==> src/rtl/lin_slv_pkg.sv <==
package lin_slv_pkg;
  typedef enum logic [2:0] {
    ST_IDLE, ST_SYNC, ST_PID, ST_RXD, ST_RXC, ST_TXD, ST_TXC, ST_WAKE
  } lin_st_e;

  localparam int ERR_W    = 4;
  localparam int ERR_BIT  = 0;
  localparam int ERR_SYNC = 1;
  localparam int ERR_PAR  = 2;
  localparam int ERR_CKS  = 3;

  localparam logic [7:0] SYNC_CHAR = 8'h55;
  localparam logic [7:0] WAKE_CHAR = 8'h80;
endpackage

==> src/rtl/lin_pid_check.sv <==
module lin_pid_check (
  input  logic [7:0] pid,
  output logic [5:0] id,
  output logic       par_ok
);
  logic p0, p1;

  always_comb begin
    id     = pid[5:0];
    p0     = pid[0] ^ pid[1] ^ pid[2] ^ pid[4];
    p1     = ~(pid[1] ^ pid[3] ^ pid[4] ^ pid[5]);
    par_ok = (pid[6] == p0) && (pid[7] == p1);
  end
endmodule

==> src/rtl/lin_cks_acc.sv <==
module lin_cks_acc #(
  parameter int W = 8
) (
  input  logic         clk,
  input  logic         rst_n,
  input  logic         clr,
  input  logic         add,
  input  logic [W-1:0] din,
  output logic [W-1:0] sum_q,
  output logic [W-1:0] sum_nx
);
  logic [W:0]   raw;
  logic [W-1:0] sum_d;

  always_comb begin
    raw    = {1'b0, sum_q} + {1'b0, din};
    sum_nx = raw[W-1:0] + {{(W-1){1'b0}}, raw[W]};
    sum_d  = sum_q;
    if (clr)      sum_d = '0;
    else if (add) sum_d = sum_nx;
  end

  always_ff @(posedge clk or negedge rst_n) begin
    if (!rst_n) sum_q <= '0;
    else        sum_q <= sum_d;
  end

  AST_CKS_CLEARS: assert property (@(posedge clk) disable iff (!rst_n)
    clr |=> (sum_q == '0));
endmodule

==> src/rtl/lin_slave_ctrl.sv <==
module lin_slave_ctrl
  import lin_slv_pkg::*;
#(
  parameter  int MAX_LEN = 8,
  localparam int CNT_W   = $clog2(MAX_LEN + 1),
  localparam int AW      = $clog2(MAX_LEN)
) (
  input  logic             clk,
  input  logic             rst_n,
  input  logic             brk_seen,
  input  logic             brk_ok,
  input  logic             rx_valid,
  input  logic [7:0]       rx_byte,
  output logic             tx_valid,
  output logic [7:0]       tx_byte,
  output logic [5:0]       lk_id,
  input  logic             lk_tx,
  input  logic [CNT_W-1:0] lk_len,
  output logic [AW-1:0]    buf_addr,
  output logic             buf_we,
  output logic [7:0]       buf_wdata,
  input  logic [7:0]       buf_rdata,
  input  logic             bus_asleep,
  input  logic             wake_req,
  input  logic             err_clr,
  input  logic             done_clr,
  output logic [ERR_W-1:0] err_flags,
  output logic             rx_done,
  output logic             tx_done,
  output logic             busy
);
  localparam logic [CNT_W-1:0] ONE_C = CNT_W'(1);
  localparam logic [CNT_W-1:0] MAX_C = CNT_W'(MAX_LEN);
  localparam logic [AW-1:0]    ONE_A = AW'(1);

  lin_st_e          st_q, st_d;
  logic [CNT_W-1:0] cnt_q, cnt_d;
  logic [AW-1:0]    idx_q, idx_d;
  logic [7:0]       hold_q, hold_d;
  logic [ERR_W-1:0] err_q, err_d, new_err;
  logic             rxd_q, rxd_d, txd_q, txd_d;
  logic             fin_rx, fin_tx, active, pid_ok;
  logic             acc_clr, acc_add;
  logic [7:0]       sum_q, sum_nx;

  lin_pid_check u_pid (
    .pid    (rx_byte),
    .id     (lk_id),
    .par_ok (pid_ok)
  );

  lin_cks_acc #(.W(8)) u_acc (
    .clk    (clk),
    .rst_n  (rst_n),
    .clr    (acc_clr),
    .add    (acc_add),
    .din    (rx_byte),
    .sum_q  (sum_q),
    .sum_nx (sum_nx)
  );

  assign active    = (err_q == '0);
  assign buf_wdata = rx_byte;
  assign buf_addr  = (st_q == ST_TXD) ? idx_q + ONE_A : idx_q;

  // next-state process
  always_comb begin
    st_d     = st_q;
    cnt_d    = cnt_q;
    idx_d    = idx_q;
    hold_d   = hold_q;
    new_err  = '0;
    fin_rx   = 1'b0;
    fin_tx   = 1'b0;
    tx_valid = 1'b0;
    tx_byte  = hold_q;
    buf_we   = 1'b0;
    acc_clr  = 1'b0;
    acc_add  = 1'b0;
    if (!active) begin
      st_d = ST_IDLE;
    end else if (brk_seen) begin
      if (brk_ok) begin
        st_d    = ST_SYNC;
        idx_d   = '0;
        acc_clr = 1'b1;
      end else begin
        new_err[ERR_SYNC] = 1'b1;
        st_d              = ST_IDLE;
      end
    end else begin
      case (st_q)
        ST_IDLE: if (wake_req && bus_asleep) begin
          tx_valid = 1'b1;
          tx_byte  = WAKE_CHAR;
          hold_d   = WAKE_CHAR;
          st_d     = ST_WAKE;
        end
        ST_SYNC: if (rx_valid) begin
          if (rx_byte == SYNC_CHAR) st_d = ST_PID;
          else begin
            new_err[ERR_SYNC] = 1'b1;
            st_d              = ST_IDLE;
          end
        end
        ST_PID: if (rx_valid) begin
          if (!pid_ok) begin
            new_err[ERR_PAR] = 1'b1;
            st_d             = ST_IDLE;
          end else if (lk_len == '0) begin
            st_d = ST_IDLE;
          end else begin
            cnt_d = (lk_len > MAX_C) ? MAX_C : lk_len;
            if (lk_tx) begin
              tx_valid = 1'b1;
              tx_byte  = buf_rdata;
              hold_d   = buf_rdata;
              st_d     = ST_TXD;
            end else begin
              st_d = ST_RXD;
            end
          end
        end
        ST_RXD: if (rx_valid) begin
          buf_we  = 1'b1;
          acc_add = 1'b1;
          idx_d   = idx_q + ONE_A;
          cnt_d   = cnt_q - ONE_C;
          if (cnt_q == ONE_C) st_d = ST_RXC;
        end
        ST_RXC: if (rx_valid) begin
          if (rx_byte == ~sum_q) fin_rx = 1'b1;
          else                   new_err[ERR_CKS] = 1'b1;
          st_d = ST_IDLE;
        end
        ST_TXD: if (rx_valid) begin
          if (rx_byte != hold_q) begin
            new_err[ERR_BIT] = 1'b1;
            st_d             = ST_IDLE;
          end else begin
            acc_add  = 1'b1;
            idx_d    = idx_q + ONE_A;
            cnt_d    = cnt_q - ONE_C;
            tx_valid = 1'b1;
            if (cnt_q == ONE_C) begin
              tx_byte = ~sum_nx;
              hold_d  = ~sum_nx;
              st_d    = ST_TXC;
            end else begin
              tx_byte = buf_rdata;
              hold_d  = buf_rdata;
            end
          end
        end
        ST_TXC, ST_WAKE: if (rx_valid) begin
          if (rx_byte != hold_q)  new_err[ERR_BIT] = 1'b1;
          else if (st_q == ST_TXC) fin_tx = 1'b1;
          st_d = ST_IDLE;
        end
        default: st_d = ST_IDLE;
      endcase
    end
    err_d = (err_clr ? '0 : err_q) | new_err;
    rxd_d = fin_rx | (rxd_q & ~done_clr);
    txd_d = fin_tx | (txd_q & ~done_clr);
  end

  // register process
  always_ff @(posedge clk or negedge rst_n) begin
    if (!rst_n) begin
      st_q   <= ST_IDLE;
      cnt_q  <= '0;
      idx_q  <= '0;
      hold_q <= '0;
      err_q  <= '0;
      rxd_q  <= 1'b0;
      txd_q  <= 1'b0;
    end else begin
      st_q   <= st_d;
      cnt_q  <= cnt_d;
      idx_q  <= idx_d;
      hold_q <= hold_d;
      err_q  <= err_d;
      rxd_q  <= rxd_d;
      txd_q  <= txd_d;
    end
  end

  assign err_flags = err_q;
  assign rx_done   = rxd_q;
  assign tx_done   = txd_q;
  assign busy      = (st_q != ST_IDLE);

  AST_ERR_STICKY: assert property (@(posedge clk) disable iff (!rst_n)
    !err_clr |=> ((err_flags & $past(err_flags)) == $past(err_flags)));
  AST_ERR_QUIET: assert property (@(posedge clk) disable iff (!rst_n)
    (err_flags != '0) |-> (!tx_valid && !buf_we));
  AST_WAKE_ASLEEP: assert property (@(posedge clk) disable iff (!rst_n)
    (tx_valid && st_q == ST_IDLE) |-> (bus_asleep && tx_byte == WAKE_CHAR));
  AST_RXDONE_HOLD: assert property (@(posedge clk) disable iff (!rst_n)
    (rx_done && !done_clr) |=> rx_done);
  AST_TXDONE_HOLD: assert property (@(posedge clk) disable iff (!rst_n)
    (tx_done && !done_clr) |=> tx_done);
  AST_WE_ON_BYTE: assert property (@(posedge clk) disable iff (!rst_n)
    buf_we |-> rx_valid);
  AST_BUSY_AFTER_BRK: assert property (@(posedge clk) disable iff (!rst_n)
    (brk_seen && brk_ok && err_flags == '0) |=> busy);
endmodule

==> config.mk <==
export PLATFORM = sky130hd
export DESIGN_NAME = lin_slave_ctrl
export DESIGN_NICKNAME = d
export VERILOG_FILES = /design/src/rtl/lin_slv_pkg.sv /design/src/rtl/lin_pid_check.sv /design/src/rtl/lin_cks_acc.sv /design/src/rtl/lin_slave_ctrl.sv
export SDC_FILE = /design/constraint.sdc
export NUM_CORES = 1
export LEC_CHECK = 0
export BUFFER_PORTS_ARGS = -buffer_cell sky130_fd_sc_hd__buf_2
export CAP_MARGIN = 20
export CORE_MARGIN = 2
export CORE_UTILIZATION = 45
export DETAILED_ROUTE_END_ITERATION = 10
export PLACE_DENSITY = 0.69
export SETUP_SLACK_MARGIN = 0.15
export SYNTH_ARGS = -nofsm -noshare
export SYNTH_HDL_FRONTEND = slang
export SYNTH_SLANG_ARGS = --single-unit
==> constraint.sdc <==
create_clock -name clk -period 4.9 [get_ports clk]
set_input_delay 0 -clock clk [delete_from_list [all_inputs] [get_ports clk]]
set_output_delay 0 -clock clk [all_outputs]
set_load 0.05 [all_outputs]
==> Word level (Yosys, flattened, before mapping) <==
Index checks and enable logic that the tools add are counted.
Widths: inputs -> output; s select.
{ "classes": {"n_addsub": 4, "n_lt_le_gt_ge": 1, "n_eq_ne": 31, "n_mux": 94, "bitwise": 16, "n_reduce_logical": 15} }
{ "op_table": {"columns": ["operator", "n"], "rows": [
  ["$mux 8", 12],
  ["$mux 3", 20],
  ["$mux 1", 45],
  ["$mux 4", 9],
  ["$ne 4x4->1 const B", 7],
  ["$pmux 8 s3", 1],
  ["$pmux 3 s6", 1],
  ["$not 8->8", 2],
  ["$eq 3x3->1 const B", 4],
  ["$ne 2x2->1 const B", 6],
  ["$pmux 4 s3", 1],
  ["$add 8x8->9", 1],
  ["$ne 3x3->1 const B", 3],
  ["$reduce_and 9->1", 1],
  ["$reduce_bool 3->1", 3],
  ["$add 8x1->8", 1],
  ["$eq 8x7->1 const B", 1],
  ["$eq 8x8->1", 1],
  ["$logic_not 4->1", 2],
  ["$ne 8x8->1", 1],
  ["$reduce_and 8->1", 1],
  ["$eq 3x2->1 const B", 2],
  ["$pmux 3 s2", 1],
  ["$reduce_and 6->1", 1],
  ["21 further kinds", 34]
]} }
{ "word_totals": {"register_bits": 32, "elab_cells": 169} }

==> Depth between registers and ports, before layout <==
Gate-level depths: netlist of run 1.
{ "logic_depth": {"ltp_word": 12, "depth_mapped": 13, "depth_no_buf": 13} }

==> Cells and area by module <==
Synthesis of run 1 repeated with hierarchy kept, for this count alone.
{ "hier_totals": {"hier_cells": 313, "area_unflattened_um2": 2901.5} }
{ "modules_own_cells": {"columns": ["mod", "instances", "cells_per_inst", "area_each_um2", "seq_area_each_um2"], "rows": [
  ["lin_slave_ctrl", 1, 213, 1985.7, 600.6],
  ["lin_cks_acc", 1, 88, 795.8, 200.2],
  ["lin_pid_check", 1, 12, 120.1, 0.0]
]} }

==> Least setup slack after synthesis of run 1 <==
No wires, ideal clock.
{ "synth_timing": {"path_kind": "flip-flop to flip-flop", "startpoint": "reg u_acc.sum_q[0]", "endpoint": "reg hold_q[7]", "t_arrival_ps": 3565, "path_slack_ps": 1087, "stages_incl_launch_ff": 13, "path_buffers": 0, "period_less_slack_ps": 3813, "cell_sequence": "dfrtp_1 -> ha_1 -> fa_1 -> a21o_1 -> a21oi_1 -> nor2_1 -> a211o_1 -> ha_1 -> nand3_1 -> nor3_1 -> nand4_1 -> mux2_2 -> o21ai_0"} }
{ "synth_between": {"elab_chain_len": 9} }
{ "synth_lines": {"columns": ["item", "line_no", "source"], "rows": [
  ["start, declared", "lin_cks_acc.sv:9", "output logic [W-1:0] sum_q,"],
  ["start signal, assigned", "lin_cks_acc.sv:25", "else sum_q <= sum_d;"],
  ["$add 8x8->9", "lin_cks_acc.sv:16", "raw = {1'b0, sum_q} + {1'b0, din};"],
  ["$add 8x1->8", "lin_cks_acc.sv:17", "sum_nx = raw[W-1:0] + {{(W-1){1'b0}}, raw[W]};"],
  ["$not 8->8", null, null],
  ["$mux 8 (2 in series)", null, null],
  ["$mux 8", "lin_slave_ctrl.sv:136", "ST_TXD: if (rx_valid) begin"],
  ["$pmux 8 s3", null, null],
  ["$mux 8 (2 in series)", null, null],
  ["net tx_byte[7]", "lin_slave_ctrl.sv:15", "output logic [7:0] tx_byte,"],
  ["end signal, assigned", "lin_slave_ctrl.sv:182", "hold_q <= hold_d;"],
  ["end, declared", "lin_slave_ctrl.sv:39", "logic [7:0] hold_q, hold_d;"]
]} }
The timed path passes the listed nets, and every way through them passes these cells.
A chain may end at the register's enable or synchronous reset.

==> Worst setup path in the final report of run 1 <==
{ "layout_timing": {"startpoint": "reg u_acc.sum_q[0]", "endpoint": "out tx_byte[4]"} }
{ "layout_between": {"elab_chain_len": 9} }
{ "layout_lines": {"columns": ["item", "line_no", "source"], "rows": [
  ["$add 8x8->9", "lin_cks_acc.sv:16", null],
  ["$add 8x1->8", "lin_cks_acc.sv:17", null],
  ["$not 8->8", "lin_slave_ctrl.sv:146", "tx_byte = ~sum_nx;"],
  ["$mux 8", "lin_slave_ctrl.sv:145", "if (cnt_q == ONE_C) begin"],
  ["$mux 8", "lin_slave_ctrl.sv:137", "if (rx_byte != hold_q) begin"],
  ["$mux 8", null, null],
  ["$pmux 8 s3", "lin_slave_ctrl.sv:92", "case (st_q)"],
  ["$mux 8", "lin_slave_ctrl.sv:82", "end else if (brk_seen) begin"],
  ["$mux 8", "lin_slave_ctrl.sv:80", "if (!active) begin"],
  ["end, declared", "lin_slave_ctrl.sv:15", null]
]} }
No other way between the ends.

==> out/results.ini, run 1 <==
[timing]
slew_violations = 0
skew_ns = 0.0105
fin_tns_setup_ns = 0
tightest_slew_ns = 0.764
finalWorstSetupSlack_ns = 1.39
worst_hold_slack_ns = -0.00224
max_freq_mhz = 285
period_share = 0.716
period_needed_ns = 3.51
grt_setup_unrepaired = false
relSlewSlack = 0.491
setup_viol = 0
timing_hold_violations_final = 1

[power]
peakVddDrop_uv = 367
power_density_nw_per_um2 = 403
p_leak_nw = 1.50

[synthesis]
ys_seq_elements = 32
ys.flop_type = dfrtp_1
synthesis.nets = 340
async_reset_ff_frac = 1.00
yosys_warnings = 0
syn_inst = 295
syn-cell-area_um2 = 2720
yosysUniqueCellTypes = 68
synth-edff-count = 0
syn-mean-instance-area_um2 = 9.22
ys_seq_area_frac = 0.295

[route]
vias = 2447
wire_per_inst_um = 16.2
routed_wirelength_um = 6890
postRouteAntennaNets = 0
viasPerCell = 5.77
firstDrtPassIters = 4
post-route-drc-count = 0
drtIter0Drc = 166

[floorplan]
pin_count = 64
start_util = 0.462
rows = 28
core_area_um2 = 5890
die_w_um = 81.7
dieHeight_um = 81.7
die-area_um2 = 6680

[finish]
final_cell_mix = buf_2, dfrtp_1, nand2_1
layout-drive-gt1-share = 0.249
num-fill-cells = 577
area_growth_syn_to_layout_pct = 15.0
n_antenna_cell = 0
fin_nets = 393
final_common_cell = buf_2

[clock_network]
clk_pin_slew_ns = 0.07
htreeDepth = 2
cts_root_buf = clkbuf_8
cts_setup_buffers = 0
cts_sinks = 32
clkLatencyLatePin_ns = 0.28
numCtsBuffers = 5
cts.path.max_buffers = 2
cts_tree = built

[worst_setup_path]
path_class = flop to primary output
worstPathArrival_ns = 3.51
cp.required_ns = 4.90
endpoint_kind = primary output
worstSetupStartpointType = flop
path_max_fanout = 3
reg2reg_slack_ns = 1.88

[global_routing]
grt-ovfl-total = 0
grt_max_degree = 33
gr-usage-all-layers = 0.226
antenna_found_initial = 0
grt_pass1_wl_um = 11600
first_global_vias = 2373

[place]
io_buffers = 63
dp_worst_setup_slack_ns = 1.74
gp_congestion = 0.922
dpl.hpwl_um = 5330

[job]
drv_cap = 0

[run_status]
status = complete, but fails checks
violations = hold timing

[hold_path]
hold_class = primary input to flop

## report_power, final
group	internal (mW)	switching (mW)	leakage, nW
logic	0.226	0.429	1.03
registers	0.316	0.0743	0.430
clock network	0.115	0.0988	0.0455
## critical path, cell delays in order (launching register included)
cell and delay, ns:
dfrtp_1 0.39, ha_1 0.21, fa_1 0.42, a21o_1 0.21, a21oi_1 0.14, nor2_1 0.06
a211o_1 0.27, ha_1 0.22, ha_1 0.22, nand3_1 0.10, mux2i_1 0.12, xnor2_1 0.26
mux2i_1 0.11, o21ai_1 0.19, buf_2 0.29
## registers in the layout, indices dropped and copies added (netlist names)
signal	flops
hold_q	8
u_acc.sum_q	8
cnt_q	4
err_flags	4
idx_q	3
st_q	3
rx_done	1
tx_done	1
## stage by stage
step	power, mW	hold WS (ns)	std cells	area [um2]	utilization
floorplan	0.908	-0.296	295	2720	-
global placement	1.04	0.104	410	2980	0.506
detailed placement	1.04	0.113	410	2980	0.506
CTS	1.26	0.00190	424	3130	0.531
global route	1.35	0.0162	424	3130	0.531
finish	1.26	-0.00224	424	3130	0.531
## cells in the mapped netlist (all sizes together), types with 4 or more instances
| cell type | n | share of area |
|---|---|---|
| nand4 | 8 | 0.018 |
| nor4 | 4 | 0.020 |
| nor2 | 15 | 0.021 |
| ha | 14 | 0.064 |
| inv | 10 | 0.014 |
| nor3b | 5 | 0.014 |
| a22oi | 7 | 0.019 |
| a31oi | 4 | 0.0092 |
| mux2i | 6 | 0.022 |
| a21oi | 10 | 0.020 |
| a22o | 9 | 0.029 |
| dfrtp | 32 | 0.29 |
| nand2 | 24 | 0.036 |
| nand3b | 4 | 0.011 |
| nand3 | 5 | 0.0092 |
| xnor2 | 12 | 0.041 |
| a21o | 4 | 0.011 |
| clkbuf | 6 | 0.012 |
| nor3 | 8 | 0.019 |
| or3 | 4 | 0.011 |
| xor2 | 13 | 0.042 |
| buf | 17 | 0.044 |
| o21ai | 17 | 0.033 |
| a211oi | 4 | 0.011 |
## kinds of logic after synthesis
group | Yosys count | share of synthesized area
simple gates | 101 | 0.226
flops | 32 | 0.295
compound gates | 79 | 0.212
xor+xnor | 26 | 0.0916
buf+inv | 33 | 0.0699
mux | 9 | 0.0345
fa+ha+maj | 15 | 0.0718
## worst paths after layout
| check | start | to | cells past startpoint |
|---|---|---|---|
| hold reg to reg | u_acc.sum_q[4] | u_acc.sum_q[4] | 2 |
| min in group asynchronous | rst_n | hold_q[5] | 2 |
| setup / recovery | u_acc.sum_q[0] | tx_byte[4] | 14 |
| hold / removal | buf_rdata[1] | hold_q[1] | 3 |
| max in group asynchronous | rst_n | idx_q[0] | 2 |
| setup reg to reg | u_acc.sum_q[0] | hold_q[4] | 13 |
## area by class of cell
cell class              count  area [um2]  area share
repair buffers             69         375       0.120
well taps                  75        93.8      0.0300
multi-input cells         230        1730       0.553
flip-flops and latches     32         801       0.256
inverters                  10        37.5      0.0120
clock buffers               8        90.1      0.0288
## metal layers
| layer | global-route usage | vias up | routed length (um) |
|---|---|---|---|
| met4 | 0.0617 | 0 | 113 |
| met5 | 0 | - | 0 |
| li1 | - | 1196 | - |
| met2 | 0.380 | 66 | 3290 |
| met1 | 0.305 | 1173 | 3110 |
| met3 | 0.0286 | 12 | 379 |
## repair_timing
action                                  CTS  global route
endpoints found under the hold margin    38             0
endpoints found under the setup margin    0             0
resized for setup                         0             0
hold buffers                              6             0
Note: power is estimated with default switching activity, not from simulation.
==> run 2: changes to the inputs <==
PLACE_DENSITY = 0.71   (was 0.69)
clock period = 3.1 ns   (was 4.9 ns; I/O delays follow)
==> run 2 against run 1 <==
  * The flow finishes with violations (setup timing)
  * Final cell count grew 3.1%
  * Flip-flop and latch count unchanged
  * Critical path depth stayed put
  * Total power grew 71%
  * Via count increased by 6.0%
  * Worst hold slack better by 0.014 ns
  * Sequential share of layout area down 2.6 points
  * Largest power group unchanged
  * Highest routed layer unchanged
==> out/results.ini, run 2 (synthesis gave the netlist of run 1 again) <==
[timing]
slew_violations = 0  ; unchanged
skew_ns = 0.00307  ; was 0.0105 ns
tightest_slew_ns = 0.775  ; was 0.764 ns
fin_tns_setup_ns = -0.0188  ; was 0 ns
timing_hold_violations_final = 0  ; was 1
setup_viol = 1  ; was 0
finalWorstSetupSlack_ns = -0.0188  ; was 1.39 ns
worst_hold_slack_ns = 0.0113  ; was -0.00224 ns
relSlewSlack = 0.483  ; was 0.491
period_needed_ns = 3.12
grt_setup_unrepaired = true  ; was false
max_freq_mhz = 321
period_share = 1.01

[worst_setup_path]
reg2reg_slack_ns = 0.30  ; was 1.88 ns
worstSetupStartpointType = flop  ; unchanged
reg2reg_to = u_acc.sum_q[7]  ; was hold_q[4]
r2r-start = u_acc.sum_q[0]  ; unchanged
worstPathArrival_ns = 3.12  ; was 3.51 ns
cpLargestDelayFamily = adder cells  ; unchanged
crit_slowest_cell = dfrtp_1  ; was fa_1
slowest_delay_ns = 0.38  ; was 0.42 ns
path_max_fanout = 3  ; unchanged
reg2reg_depth = 11  ; was 13
cp.required_ns = 3.10  ; was 4.90 ns
endpoint_kind = primary output  ; unchanged
path_class = flop to primary output  ; unchanged
cp.buffers_inverters = 1  ; unchanged
crit_path_cell_trace = ha_2 -> fa_2 -> a21o_1 -> a21oi_2 -> nor2_1 -> a211o_1 -> ha_4 -> ha_4 -> nand3b_1 -> mux2i_2 -> xnor2_2 -> mux2i_2 -> o21ai_4 -> buf_6  ; was ha_1 -> fa_1 -> a21o_1 -> a21oi_1 -> nor2_1 -> a211o_1 -> ha_1 -> ha_1 -> nand3_1 -> mux2i_1 -> xnor2_1 -> mux2i_1 -> o21ai_1 -> buf_2

[global_routing]
first_global_vias = 2445  ; was 2373
grt-ovfl-total = 0  ; unchanged
grt_max_degree = 33  ; unchanged
antenna_found_initial = 0  ; unchanged
grt_pass1_wl_um = 12100  ; was 11600 um
gr-usage-all-layers = 0.239  ; was 0.226

[floorplan]
core_area_um2 = 5890  ; unchanged
die_w_um = 81.7  ; unchanged
dieHeight_um = 81.7  ; unchanged
start_util = 0.462  ; unchanged
pin_count = 64  ; unchanged
rows = 28  ; unchanged
die-area_um2 = 6680  ; unchanged

[finish]
n_antenna_cell = 0  ; unchanged
seq_area_um2 = 801  ; unchanged
instances_no_fill = 437  ; was 424
final_core_util = 0.592  ; was 0.531
final_common_cell = buf_2  ; unchanged
area_growth_syn_to_layout_pct = 28.1  ; was 15.0%
num-fill-cells = 529  ; was 577
final_cell_mix = buf_2, dfrtp_1, nand2_1  ; unchanged
multi_input_area_um2 = 1940  ; was 1730 um2
top_regs = hold_q: 8 flops, u_acc.sum_q: 8 flops  ; unchanged
fin_nets = 407  ; was 393
layout-drive-gt1-share = 0.354  ; was 0.249

[route]
vias = 2593  ; was 2447
post-route-drc-count = 0  ; unchanged
firstDrtPassIters = 4  ; unchanged
postRouteAntennaNets = 0  ; unchanged
drtIter0Drc = 180  ; was 166
routed_wirelength_um = 7480  ; was 6890 um
wire_per_inst_um = 17.1  ; was 16.2 um
viasPerCell = 5.93  ; was 5.77

[hold_path]
hp-start = buf_rdata[0]  ; was buf_rdata[1]
whs_path_depth = 3  ; unchanged
holdPathEnd = hold_q[0]  ; was hold_q[1]
hold_class = primary input to flop  ; unchanged

[power]
power_density_nw_per_um2 = 618  ; was 403 nW/um2
peakVddDrop_uv = 495  ; was 367 uV
p_leak_nw = 1.61  ; was 1.50 nW

[run_status]
violations = setup timing  ; was hold timing
status = complete, but fails checks  ; unchanged

[clock_network]
cts_tree = built  ; unchanged
clkLatencyLatePin_ns = 0.29  ; was 0.28 ns
htreeDepth = 2  ; unchanged
cts_root_buf = clkbuf_8  ; unchanged
clk_pin_slew_ns = 0.07  ; about the same
cts.path.max_buffers = 2  ; unchanged
cts_sinks = 32  ; unchanged
numCtsBuffers = 5  ; unchanged

[place]
io_buffers = 63  ; unchanged
placedCellCount = 414  ; was 410
gp_congestion = 0.888  ; was 0.922
dpl.hpwl_um = 5240  ; was 5330 um

[job]
drv_cap = 0  ; unchanged

run 2: metal layers:
metal / GRT usage / wire length [um] / up-vias
met5: 0 / 0 / -
met1: 0.323 / 3260 / 1229
met2: 0.389 / 3540 / 127
met4: 0.0817 / 142 / 0
met3: 0.0396 / 545 / 16
li1: - / - / 1221
run 2: report_power, final:
group          switching [mW]  internal [mW]  total, mW
Sequential             0.0923          0.500      0.593
Clock                   0.165          0.198      0.363
Combinational           0.761          0.435       1.20
Total                    1.02           1.13       2.15
run 2: cell type report:
type                            instances  area share
Multi-Input combinational cell        230       0.557
Timing Repair Buffer                   83       0.147
Inverter                               10      0.0108
Tap cell                               75      0.0269
Clock buffer                            7      0.0277
Sequential cell                        32       0.230
run 2: per-stage QoR:
step,power [mW],worst slack (ns),cell area [um2]
5_1_grt,2.29,-0.138,3480
3_5_place_dp,1.69,0.0747,3060
3_3_place_gp,1.67,0.123,3060
2_1_floorplan,1.45,0.0817,2770
6_report,2.15,-0.0188,3480
4_1_cts,2.12,0.0499,3410
run 2: worst max path at each step:
stage,from,end,slack (ns),cells after the start
global placement,u_acc.sum_q[0],tx_byte[4],0.12,14
global route,u_acc.sum_q[0],tx_byte[4],-0.14,14
detailed placement,u_acc.sum_q[0],tx_byte[4],0.07,14
CTS,u_acc.sum_q[0],tx_byte[4],0.05,14
floorplan,u_acc.sum_q[0],hold_q[5],0.08,12
finish,u_acc.sum_q[0],tx_byte[4],-0.02,14
run 2: what timing repair did:
action                                  4_1_cts  5_1_grt
hold endpoints to repair                     39        1
pin swaps                                     7        4
endpoints found under the setup margin        3        7
hold buffers                                  7        1
gates cloned                                  0        0
setup buffers                                 5        3
gates resized for setup                      27       11
run 2: worst register-to-register path, stage by stage, from the launching register on:
cell	delay, ns
dfrtp_1	0.38
ha_2	0.21
fa_2	0.36
buf_4	0.17
a211oi_4	0.29
nor2_2	0.11
o311ai_2	0.29
nand4_1	0.22
buf_4	0.19
buf_4	0.12
xnor2_1	0.14
a22o_1	0.21
